<file path="config.mk">
export PLATFORM = sky130hd
export DESIGN_NAME = polled_port_ctrl
export DESIGN_NICKNAME = d
export VERILOG_FILES = /design/src/rtl/ppc_pkg.sv /design/src/rtl/ppc_regs.sv /design/src/rtl/ppc_fsm.sv /design/src/rtl/ppc_devif.sv /design/src/rtl/polled_port_ctrl.sv
export SDC_FILE = /design/constraint.sdc
export NUM_CORES = 1
export LEC_CHECK = 0
export BUFFER_PORTS_ARGS = -buffer_cell sky130_fd_sc_hd__buf_2
export CORE_MARGIN = 3
export CORE_UTILIZATION = 50
export CTS_CLUSTER_SIZE = 14
export DETAILED_ROUTE_END_ITERATION = 10
export HOLD_SLACK_MARGIN = 0.1
export PLACE_DENSITY_LB_ADDON = 0.05
export SLEW_MARGIN = 20
export SYNTH_ARGS = -nofsm -noshare
export SYNTH_HDL_FRONTEND = slang
export SYNTH_HIERARCHICAL = 1
export SYNTH_SLANG_ARGS = --single-unit
</file>
<file path="constraint.sdc">
create_clock -name clk -period 2.45 [get_ports clk]
set_input_delay 0.1225 -clock clk [delete_from_list [all_inputs] [get_ports clk]]
set_output_delay 0.1225 -clock clk [all_outputs]
set_load 0.02 [all_outputs]
</file>
<file path="src/rtl/ppc_pkg.sv">
package ppc_pkg;
  localparam int OFS_STS  = 0;
  localparam int OFS_CMD  = 1;
  localparam int OFS_DIN  = 2;
  localparam int OFS_DOUT = 3;

  localparam int STS_BUSY = 0;
  localparam int STS_CRDY = 1;
  localparam int STS_ERR  = 2;
  localparam int STS_OVR  = 3;

  typedef enum logic [2:0] {
    ST_IDLE, ST_DECODE, ST_SEND, ST_RECV, ST_FIN
  } ppc_state_e;

  typedef enum logic [1:0] {K_BAD, K_WRITE, K_READ} ppc_kind_e;

  // bit0 = write, bit1 = read; exactly one must be set
  function automatic ppc_kind_e cmd_kind(input logic [1:0] bits);
    case (bits)
      2'b01:   return K_WRITE;
      2'b10:   return K_READ;
      default: return K_BAD;
    endcase
  endfunction
endpackage

</file>
<file path="src/rtl/ppc_regs.sv">
module ppc_regs
  import ppc_pkg::*;
#(
  parameter int DATA_W = 8,
  parameter int ADDR_W = 2
) (
  input  logic              clk,
  input  logic              rst_n,
  input  logic              hst_wr,
  input  logic [ADDR_W-1:0] hst_addr,
  input  logic [DATA_W-1:0] hst_wdata,
  output logic [DATA_W-1:0] hst_rdata,
  input  logic              busy,
  input  logic              fin_ok,
  input  logic              fin_err,
  input  logic              din_load,
  input  logic [DATA_W-1:0] din_val,
  output logic              cmd_ready,
  output logic [DATA_W-1:0] cmd_q,
  output logic [DATA_W-1:0] dout_q
);
  logic              err_q, ovr_q;
  logic [DATA_W-1:0] din_q;
  logic              wr_sts, wr_cmd, wr_dout, locked;
  logic [DATA_W-1:0] sts_word;

  assign wr_sts  = hst_wr && (hst_addr == ADDR_W'(OFS_STS));
  assign wr_cmd  = hst_wr && (hst_addr == ADDR_W'(OFS_CMD));
  assign wr_dout = hst_wr && (hst_addr == ADDR_W'(OFS_DOUT));
  assign locked  = busy || cmd_ready;

  always_ff @(posedge clk) begin
    if (!rst_n) begin
      cmd_ready <= 1'b0;
      err_q     <= 1'b0;
      ovr_q     <= 1'b0;
      cmd_q     <= '0;
      dout_q    <= '0;
      din_q     <= '0;
    end else begin
      if (fin_ok || fin_err)
        cmd_ready <= 1'b0;
      else if (wr_sts && hst_wdata[STS_CRDY] && !locked)
        cmd_ready <= 1'b1;

      if (fin_err)     err_q <= 1'b1;
      else if (fin_ok) err_q <= 1'b0;

      if ((wr_cmd || wr_dout) && locked)
        ovr_q <= 1'b1;
      else if (wr_sts && hst_wdata[STS_OVR])
        ovr_q <= 1'b0;

      if (wr_cmd && !locked)  cmd_q  <= hst_wdata;
      if (wr_dout && !locked) dout_q <= hst_wdata;
      if (din_load)           din_q  <= din_val;
    end
  end

  always_comb begin
    sts_word           = '0;
    sts_word[STS_BUSY] = busy;
    sts_word[STS_CRDY] = cmd_ready;
    sts_word[STS_ERR]  = err_q;
    sts_word[STS_OVR]  = ovr_q;
    case (hst_addr)
      ADDR_W'(OFS_STS):  hst_rdata = sts_word;
      ADDR_W'(OFS_CMD):  hst_rdata = cmd_q;
      ADDR_W'(OFS_DIN):  hst_rdata = din_q;
      default:           hst_rdata = dout_q;
    endcase
  end

  // locked registers keep their value and flag the overrun
  p_locked_cmd_r8: assert property (@(posedge clk) disable iff (!rst_n)
    (locked && wr_cmd) |=> ($stable(cmd_q) && ovr_q));
  p_locked_dout_r8: assert property (@(posedge clk) disable iff (!rst_n)
    (locked && wr_dout) |=> ($stable(dout_q) && ovr_q));
  // successful completion drops command-ready and error
  p_done_clears_r6: assert property (@(posedge clk) disable iff (!rst_n)
    fin_ok |=> (!cmd_ready && !err_q));
  // failed completion raises error and drops command-ready
  p_bad_cmd_r7: assert property (@(posedge clk) disable iff (!rst_n)
    fin_err |=> (err_q && !cmd_ready));
endmodule

</file>
<file path="src/rtl/ppc_fsm.sv">
module ppc_fsm
  import ppc_pkg::*;
(
  input  logic       clk,
  input  logic       rst_n,
  input  logic       cmd_ready,
  input  logic [1:0] cmd_bits,
  input  logic       tx_done,
  input  logic       rx_done,
  output logic       busy,
  output logic       send_en,
  output logic       recv_en,
  output logic       fin_ok,
  output logic       fin_err
);
  ppc_state_e state_q;
  logic       bad_q;
  ppc_kind_e  kind;

  assign kind = cmd_kind(cmd_bits);

  always_ff @(posedge clk) begin
    if (!rst_n) begin
      state_q <= ST_IDLE;
      bad_q   <= 1'b0;
    end else begin
      case (state_q)
        ST_IDLE:   if (cmd_ready) state_q <= ST_DECODE;
        ST_DECODE: begin
          bad_q <= (kind == K_BAD);
          case (kind)
            K_WRITE: state_q <= ST_SEND;
            K_READ:  state_q <= ST_RECV;
            default: state_q <= ST_FIN;
          endcase
        end
        ST_SEND:   if (tx_done) state_q <= ST_FIN;
        ST_RECV:   if (rx_done) state_q <= ST_FIN;
        default:   state_q <= ST_IDLE;
      endcase
    end
  end

  assign busy    = (state_q != ST_IDLE);
  assign send_en = (state_q == ST_SEND);
  assign recv_en = (state_q == ST_RECV);
  assign fin_ok  = (state_q == ST_FIN) && !bad_q;
  assign fin_err = (state_q == ST_FIN) && bad_q;

  // busy follows a raised command-ready by one cycle
  p_busy_follows_r2: assert property (@(posedge clk) disable iff (!rst_n)
    (!busy && cmd_ready) |=> busy);
  // a pending device handshake holds busy
  p_stall_busy_r5: assert property (@(posedge clk) disable iff (!rst_n)
    ((send_en && !tx_done) || (recv_en && !rx_done)) |=> busy);
endmodule

</file>
<file path="src/rtl/ppc_devif.sv">
module ppc_devif #(
  parameter int DATA_W = 8
) (
  input  logic              clk,
  input  logic              rst_n,
  input  logic              send_en,
  input  logic              recv_en,
  input  logic [DATA_W-1:0] dout,
  output logic              tx_valid,
  input  logic              tx_ready,
  output logic [DATA_W-1:0] tx_data,
  input  logic              rx_valid,
  output logic              rx_ready,
  input  logic [DATA_W-1:0] rx_data,
  output logic              tx_done,
  output logic              rx_done,
  output logic [DATA_W-1:0] din_val
);
  assign tx_valid = send_en;
  assign tx_data  = dout;
  assign rx_ready = recv_en;
  assign tx_done  = tx_valid && tx_ready;
  assign rx_done  = rx_valid && rx_ready;
  assign din_val  = rx_data;

  // an offered byte stays offered and unchanged until taken
  p_tx_hold_r3: assert property (@(posedge clk) disable iff (!rst_n)
    (tx_valid && !tx_ready) |=> (tx_valid && $stable(tx_data)));
  // a read request stays up until the device answers
  p_rx_hold_r4: assert property (@(posedge clk) disable iff (!rst_n)
    (rx_ready && !rx_valid) |=> rx_ready);
endmodule

</file>
<file path="src/rtl/polled_port_ctrl.sv">
module polled_port_ctrl
  import ppc_pkg::*;
#(
  parameter int DATA_W = 8,
  parameter int ADDR_W = 2
) (
  input  logic              clk,
  input  logic              rst_n,
  input  logic              hst_wr,
  input  logic [ADDR_W-1:0] hst_addr,
  input  logic [DATA_W-1:0] hst_wdata,
  output logic [DATA_W-1:0] hst_rdata,
  output logic              dv_tx_valid,
  input  logic              dv_tx_ready,
  output logic [DATA_W-1:0] dv_tx_data,
  input  logic              dv_rx_valid,
  output logic              dv_rx_ready,
  input  logic [DATA_W-1:0] dv_rx_data
);
  logic              busy, cmd_ready, fin_ok, fin_err;
  logic              send_en, recv_en, tx_done, rx_done;
  logic [DATA_W-1:0] cmd_q, dout_q, din_val;

  ppc_regs #(.DATA_W(DATA_W), .ADDR_W(ADDR_W)) regs_i (
    .clk(clk), .rst_n(rst_n),
    .hst_wr(hst_wr), .hst_addr(hst_addr), .hst_wdata(hst_wdata),
    .hst_rdata(hst_rdata),
    .busy(busy), .fin_ok(fin_ok), .fin_err(fin_err),
    .din_load(rx_done), .din_val(din_val),
    .cmd_ready(cmd_ready), .cmd_q(cmd_q), .dout_q(dout_q)
  );

  ppc_fsm fsm_i (
    .clk(clk), .rst_n(rst_n),
    .cmd_ready(cmd_ready), .cmd_bits(cmd_q[1:0]),
    .tx_done(tx_done), .rx_done(rx_done),
    .busy(busy), .send_en(send_en), .recv_en(recv_en),
    .fin_ok(fin_ok), .fin_err(fin_err)
  );

  ppc_devif #(.DATA_W(DATA_W)) devif_i (
    .clk(clk), .rst_n(rst_n),
    .send_en(send_en), .recv_en(recv_en), .dout(dout_q),
    .tx_valid(dv_tx_valid), .tx_ready(dv_tx_ready), .tx_data(dv_tx_data),
    .rx_valid(dv_rx_valid), .rx_ready(dv_rx_ready), .rx_data(dv_rx_data),
    .tx_done(tx_done), .rx_done(rx_done), .din_val(din_val)
  );

  // channels exclusive and only active while busy
  p_excl_r11: assert property (@(posedge clk) disable iff (!rst_n)
    !(dv_tx_valid && dv_rx_ready));
  p_active_busy_r11: assert property (@(posedge clk) disable iff (!rst_n)
    (dv_tx_valid || dv_rx_ready) |-> busy);
  // busy falls only together with command-ready clear
  p_busy_fall_r6: assert property (@(posedge clk) disable iff (!rst_n)
    $fell(busy) |-> !cmd_ready);
endmodule

</file>
==> flow_metrics.env, run 1 <==
export IMPL_syn_avg_cell_area_um2=10.1
export IMPL_post_route_worst_setup_slack_ns=0.405
export IMPL_final_cell_mix="buf_2, dfxtp_1, mux2i_1"
export IMPL_worstSetupStartpointType="flop"
export IMPL_fin_nets=224
export IMPL_hp_start="hst_wr"
export IMPL_synth_largest_area_cell="dfxtp_1"
export IMPL_dp_cells=221
export IMPL_rsz0062_at_grt="false"
export IMPL_status="finished clean"
export IMPL_cts_max_level=2
export IMPL_rr_endpoint="regs_i/dout_q[3]$_SDFFE_PN0P_"
export IMPL_layout_min_cycle_time_ns=2.04
export IMPL_leakage_nw=0.863
export IMPL_ys_seq_area_share_pct=37.4
export IMPL_finalCritPeriodShare_pct=83.5
export IMPL_antenna_found_initial=0
export IMPL_routed_wl_um=3470
export IMPL_cts_buffers=5
export IMPL_diodes=0
export IMPL_drtPass1Iterations=4
export IMPL_yosys_warnings=6
export IMPL_dieArea_um2=4050
export IMPL_whs_endpoint="regs_i/ovr_q$_SDFFE_PN0P_"
export IMPL_finalWeightedCongestion=0.759
export IMPL_drc=0
export IMPL_setup_viol=0
export IMPL_vias=1257
export IMPL_max_freq_mhz=489
export IMPL_overflow=0
export IMPL_p_per_area_nw_per_um2=553
export IMPL_synth_main_ff_cell="dfxtp_1"
export IMPL_synth_edf_count=0
export IMPL_cts_resized=0
export IMPL_finClkSkew_ns=0.00518
export IMPL_ys_top_cells_by_area="dfxtp_1, mux2i_1, buf_4"
export IMPL_clock_latency_ns=0.33
export IMPL_syn_area_um2=1660
export IMPL_drt_iter0_drc=37
export IMPL_arrival_ns=2.25
export IMPL_fp_dieH_um=63.6
export IMPL_crit_fanout=12
export IMPL_final_common_cell="buf_2"
export IMPL_vias_per_cell=5.13
export IMPL_grt_max_degree=38
export IMPL_cts_sinks=31
export IMPL_grt_pass1_wl_um=5860
export IMPL_grt_usage_pct=18.7
export IMPL_dp_slack_ns=0.429
export IMPL_instances_no_fill=245
export IMPL_pin_count=41
export IMPL_syn_inst=164
export IMPL_worstRegToRegCells=4
export IMPL_r2r_start="fsm_i/state_q[0]$_SDFFE_PN0P_"
export IMPL_clk_path_buf_depth=2
export IMPL_grt_pass1_vias=1250
export IMPL_relSlewSlack_pct=59.2
export IMPL_num_rows=20
export IMPL_synthArstFlopShare_pct=0
export IMPL_initial_utilization_pct=53.5
export IMPL_worstMarginPinSlew_ns=0.612
export IMPL_dp_hpwl_um=2410
export IMPL_r2r_slack_ns=0.41
export IMPL_syn_to_final_growth_pct=19.2
export IMPL_vdd_drop_max_mv=0.413
export IMPL_tritoncts="done"
export IMPL_drtAntennaViolNets=0
export IMPL_hold_path_class="primary input to flop"
export IMPL_root_buffer="clkbuf_4"
export IMPL_synth_distinct_cells=34
export IMPL_endpoint_kind="flop"
export IMPL_slew_violations=0
export IMPL_min_delay_path_depth=3
export IMPL_clkTransAtPathRegs_ns=0.10
export IMPL_synth_top_cell_area_share_pct=37.4
export IMPL_required_ns=2.65
export IMPL_tns_ns=0
export IMPL_post_cts_buffers=0
export IMPL_layout_drive_gt1_share_pct=29.9
export IMPL_hold_viol_final=0
export IMPL_die_width_um=63.6
export IMPL_syn_num_nets=188
export IMPL_worst_setup_path_type="flop to flop"
export IMPL_wl_per_cell_um=14.2
export IMPL_core_area_um2=3100
export IMPL_portBuffers=40
export IMPL_synth_seq_cells=31
export IMPL_drv_cap=0
==> state kept, by name, indices dropped and copies added, names as in the netlist <==
name              count
regs_i/cmd_ready      1
fsm_i/state_q         3
regs_i/din_q          8
regs_i/dout_q         8
fsm_i/bad_q           1
regs_i/err_q          1
regs_i/ovr_q          1
regs_i/cmd_q          8
==> logic make-up (layout without fill, tap and decap cells) <==
group / Yosys count / in the layout / synth area share (%)
multiplexers: 36 / 36 / 25.6
AND/OR/NAND/NOR: 55 / 55 / 19.0
AO/OA/AOI/OAI: 12 / 12 / 5.58
adder cells (fa/ha/maj): 1 / 1 / 0.754
buffers and inverters: 29 / 66 / 11.7
flip-flops: 31 / 31 / 37.4
==> how the worst max path moves through the flow <==
stage / startpoint / slack [ns] / to
after global placement: fsm_i/state_q[0]$_SDFFE_PN0P_ / 0.49 / regs_i/dout_q[5]$_SDFFE_PN0P_
after floorplan: fsm_i/state_q[1]$_SDFFE_PN0P_ / 0.63 / regs_i/dout_q[0]$_SDFFE_PN0P_
after CTS: fsm_i/state_q[0]$_SDFFE_PN0P_ / 0.41 / regs_i/dout_q[3]$_SDFFE_PN0P_
after detailed placement: fsm_i/state_q[1]$_SDFFE_PN0P_ / 0.43 / regs_i/dout_q[3]$_SDFFE_PN0P_
after global routing: fsm_i/state_q[0]$_SDFFE_PN0P_ / 0.32 / regs_i/dout_q[7]$_SDFFE_PN0P_
final: fsm_i/state_q[0]$_SDFFE_PN0P_ / 0.41 / regs_i/dout_q[3]$_SDFFE_PN0P_
==> metal layers <==
layer	wire (µm)	track usage [%]	up-vias	share of wire (%)
met4	50	7.28	0	1.4
met1	1600	23.0	593	46
li1	-	-	628	-
met2	1660	30.8	30	48
met5	0	0	-	0
met3	163	4.99	6	4.7
==> critical path, cell delays in order (launching register included) <==
cell and delay, ns:
dfxtp_1 0.43, or3_1 0.44, nand3b_1 0.23, or3b_1 0.62, mux2i_1 0.20
==> per-stage QoR <==
step / cell area, µm² / hold slack (ns) / util, % / total power, W
floorplan: 1660 / 0.251 / - / 0.000642
global placement: 1730 / 0.379 / 55.8 / 0.000662
detailed placement: 1730 / 0.389 / 55.8 / 0.000665
CTS: 1980 / 0.146 / 63.7 / 0.00111
global route: 1980 / 0.156 / 63.7 / 0.00115
finish: 1980 / 0.177 / 63.7 / 0.00109
==> power breakdown <==
group | leakage, nW | switching (W) | internal [W] | total [W]
clock network | 0.0482 | 0.000179 | 0.000241 | 0.000420
logic | 0.563 | 0.0000696 | 0.0000717 | 0.000141
registers | 0.251 | 0.0000142 | 0.000518 | 0.000532
==> synthesized netlist by cell type, types with 3 or more instances <==
library cell	instances
dfxtp_1	31
mux2i_1	27
nor2b_1	11
nor4b_1	3
clkbuf_1	6
a22o_1	4
nand2_1	25
buf_4	18
mux2_2	5
==> layout make-up <==
class,instances,area (µm²)
repair buffers,57,368
well taps,44,55.1
inverters,1,3.75
flip-flops and latches,31,621
fillers,299,1120
clock buffers,6,51.3
clock inverters,2,35.0
multi-input cells,104,845
==> what timing repair did <==
action / CTS / global route
setup endpoints to repair: 0 / 0
hold buffers: 16 / 0
endpoints found under the hold margin: 24 / 0
Power figures use the tool's default switching activity.
==> run 2: changes to the inputs <==
Settings changed: CORE_UTILIZATION 50 to 47.
Clock period 2.45 ns to 1.8 ns, I/O delays scaled along.
==> run 2 against run 1 <==
Net effect:
- final cell count grew 3.7%
- count of clock-buffer cells in the layout is 1 higher
- global-route usage barely moved
- core utilization is 0.59 points lower
- worst setup slack worse by 0.35 ns
- non-clock buffer count grew 9
- first-iteration DRC count increased by 65%
- total power is 20% higher
- sequential cell count is the same
- critical path type is now flop to primary output
- largest cell class unchanged
==> flow_metrics.env, run 2 (same netlist as run 1, synthesis figures left out) <==
export IMPL_fp_dieH_um=65.4
export IMPL_drv_cap=0
export IMPL_final_common_cell="buf_2"
export IMPL_crit_fanout=4
export IMPL_antenna_found_initial=0
export IMPL_num_rows=20
export IMPL_finalCritPeriodShare_pct=97.0
export IMPL_rr_endpoint="regs_i/dout_q[3]$_SDFFE_PN0P_"
export IMPL_drc=0
export IMPL_worst_setup_path_type="flop to primary output"
export IMPL_max_freq_mhz=573
export IMPL_stdcell_area_um2=2020
export IMPL_cp_cell_sequence="or3_4, mux4_2, buf_6"
export IMPL_r2r_slack_ns=0.11
export IMPL_fin_nets=233
export IMPL_cts_max_level=2
export IMPL_critical_path_max_stage_delay_ns=0.47
export IMPL_grt_usage_pct=18.7
export IMPL_tritoncts="done"
export IMPL_finalWeightedCongestion=0.690
export IMPL_endpoint_kind="primary output"
export IMPL_instances_no_fill=254
export IMPL_grt_pass1_wl_um=5970
export IMPL_root_buffer="clkbuf_4"
export IMPL_setup_viol=0
export IMPL_clk_path_buf_depth=2
export IMPL_diodes=0
export IMPL_worstSetupStartpointType="flop"
export IMPL_pin_count=41
export IMPL_layout_drive_gt1_share_pct=33.3
export IMPL_clock_latency_ns=0.32
export IMPL_drtPass1Iterations=4
export IMPL_vias=1322
export IMPL_min_delay_path_depth=4
export IMPL_slew_violations=0
export IMPL_portBuffers=40
export IMPL_hold_viol_final=0
export IMPL_fin_hold_ws_ns=0.219
export IMPL_cts_sinks=31
export IMPL_tns_ns=0
export IMPL_status="finished clean"
export IMPL_syn_to_final_growth_pct=21.9
export IMPL_grt_pass1_vias=1265
export IMPL_hold_path_class="primary input to flop"
export IMPL_required_ns=1.71
export IMPL_dp_hpwl_um=2450
export IMPL_grt_max_degree=30
export IMPL_vdd_drop_max_mv=0.428
export IMPL_cp_slowest_cell="mux4_2"
export IMPL_largest_registers="regs_i/cmd_q: 8 flops, regs_i/din_q: 8 flops, regs_i/dout_q: 8 flops"
export IMPL_vias_per_cell=5.20
export IMPL_layout_min_cycle_time_ns=1.75
export IMPL_final_cell_mix="buf_2, dfxtp_1, mux2i_1"
export IMPL_rsz0062_at_grt="true"
export IMPL_drtAntennaViolNets=0
export IMPL_r2r_start="fsm_i/state_q[1]$_SDFFE_PN0P_"
export IMPL_dp_cells=228
export IMPL_initial_utilization_pct=51.8
export IMPL_drt_iter0_drc=61
export IMPL_die_width_um=65.4
export IMPL_dieArea_um2=4280
export IMPL_whs_endpoint="fsm_i/state_q[1]$_SDFFE_PN0P_"
export IMPL_placed_area_um2=1790
export IMPL_p_per_area_nw_per_um2=651
export IMPL_arrival_ns=1.66
export IMPL_leakage_nw=0.883
export IMPL_worstRegToRegCells=4
export IMPL_wl_per_cell_um=14.6
export IMPL_overflow=0
export IMPL_routed_wl_um=3700
export IMPL_hp_start="dv_tx_ready"
export IMPL_cts_buffers=5
export IMPL_relSlewSlack_pct=68.2
export IMPL_finClkSkew_ns=0.00981
export IMPL_core_area_um2=3200
export IMPL_worstMarginPinSlew_ns=0.477
export IMPL_clkTransAtPathRegs_ns=0.08
## run 2: cell types whose count changed in the layout (fill, tap and decap cells not counted), sizes merged
cell         previous run  this run
bufinv                  1         0
dlygate4sd3            16        17
buf                    41        49
clkbuf                  6         7
## run 2: power by group
group	switching [W]	leakage [nW]	internal [W]
combinational	0.000106	0.602	0.000115
sequential	0.0000138	0.251	0.000705
clock	0.000225	0.0293	0.000152
total	0.000345	0.883	0.000972
## run 2: how the worst max path moves through the flow
stage	startpoint	to	slack, ns	cells past startpoint
global route	fsm_i/state_q[1]$_SDFFE_PN0P_	hst_rdata[0]	-0.02	3
floorplan	fsm_i/state_q[1]$_SDFFE_PN0P_	regs_i/dout_q[0]$_SDFFE_PN0P_	0.01	6
CTS	fsm_i/state_q[1]$_SDFFE_PN0P_	hst_rdata[0]	0.01	3
finish	fsm_i/state_q[1]$_SDFFE_PN0P_	hst_rdata[0]	0.05	3
global placement	fsm_i/state_q[1]$_SDFFE_PN0P_	regs_i/dout_q[3]$_SDFFE_PN0P_	0.03	4
detailed placement	fsm_i/state_q[1]$_SDFFE_PN0P_	regs_i/dout_q[2]$_SDFFE_PN0P_	0.009	4
## run 2: stage by stage
stage | setup slack (ns) | total power [W] | util (%)
3_5_place_dp | 0.00881 | 0.000920 | 55.9
3_3_place_gp | 0.0326 | 0.000916 | 55.9
5_1_grt | -0.0226 | 0.00139 | 63.2
6_report | 0.0541 | 0.00132 | 63.2
2_1_floorplan | 0.0136 | 0.000876 | -
4_1_cts | 0.0124 | 0.00133 | 62.8
## run 2: timing repair
item                                   in CTS  in global routing
endpoints found under the hold margin      26                  0
resized for setup                           1                  4
hold buffers                               17                  0
setup buffers                               0                  1
setup endpoints to repair                   8                  2
## run 2: layout make-up
type | instances | area [µm²]
clock inverter | 1 | 5.00
fill | 291 | 1180
inverter | 1 | 3.75
clock buffer | 7 | 45.0
multi-input combinational | 104 | 848
timing repair buffer | 66 | 444
sequential | 31 | 622
tap | 44 | 55.1
## run 2: worst max-delay path: cells and delay by family, from the launching register on
family / cells / cell delay, ns
flip-flops: 1 / 0.33
buffers and inverters: 1 / 0.15
AND/OR/NAND/NOR: 1 / 0.40
multiplexers: 1 / 0.47
## run 2: metal layers
metal / up-vias / GRT usage (%) / wire, µm
li1: 642 / - / -
met1: 631 / 23.2 / 1730
met2: 45 / 30.0 / 1720
met3: 4 / 7.18 / 212
met4: 0 / 5.70 / 29
met5: - / 0 / 0
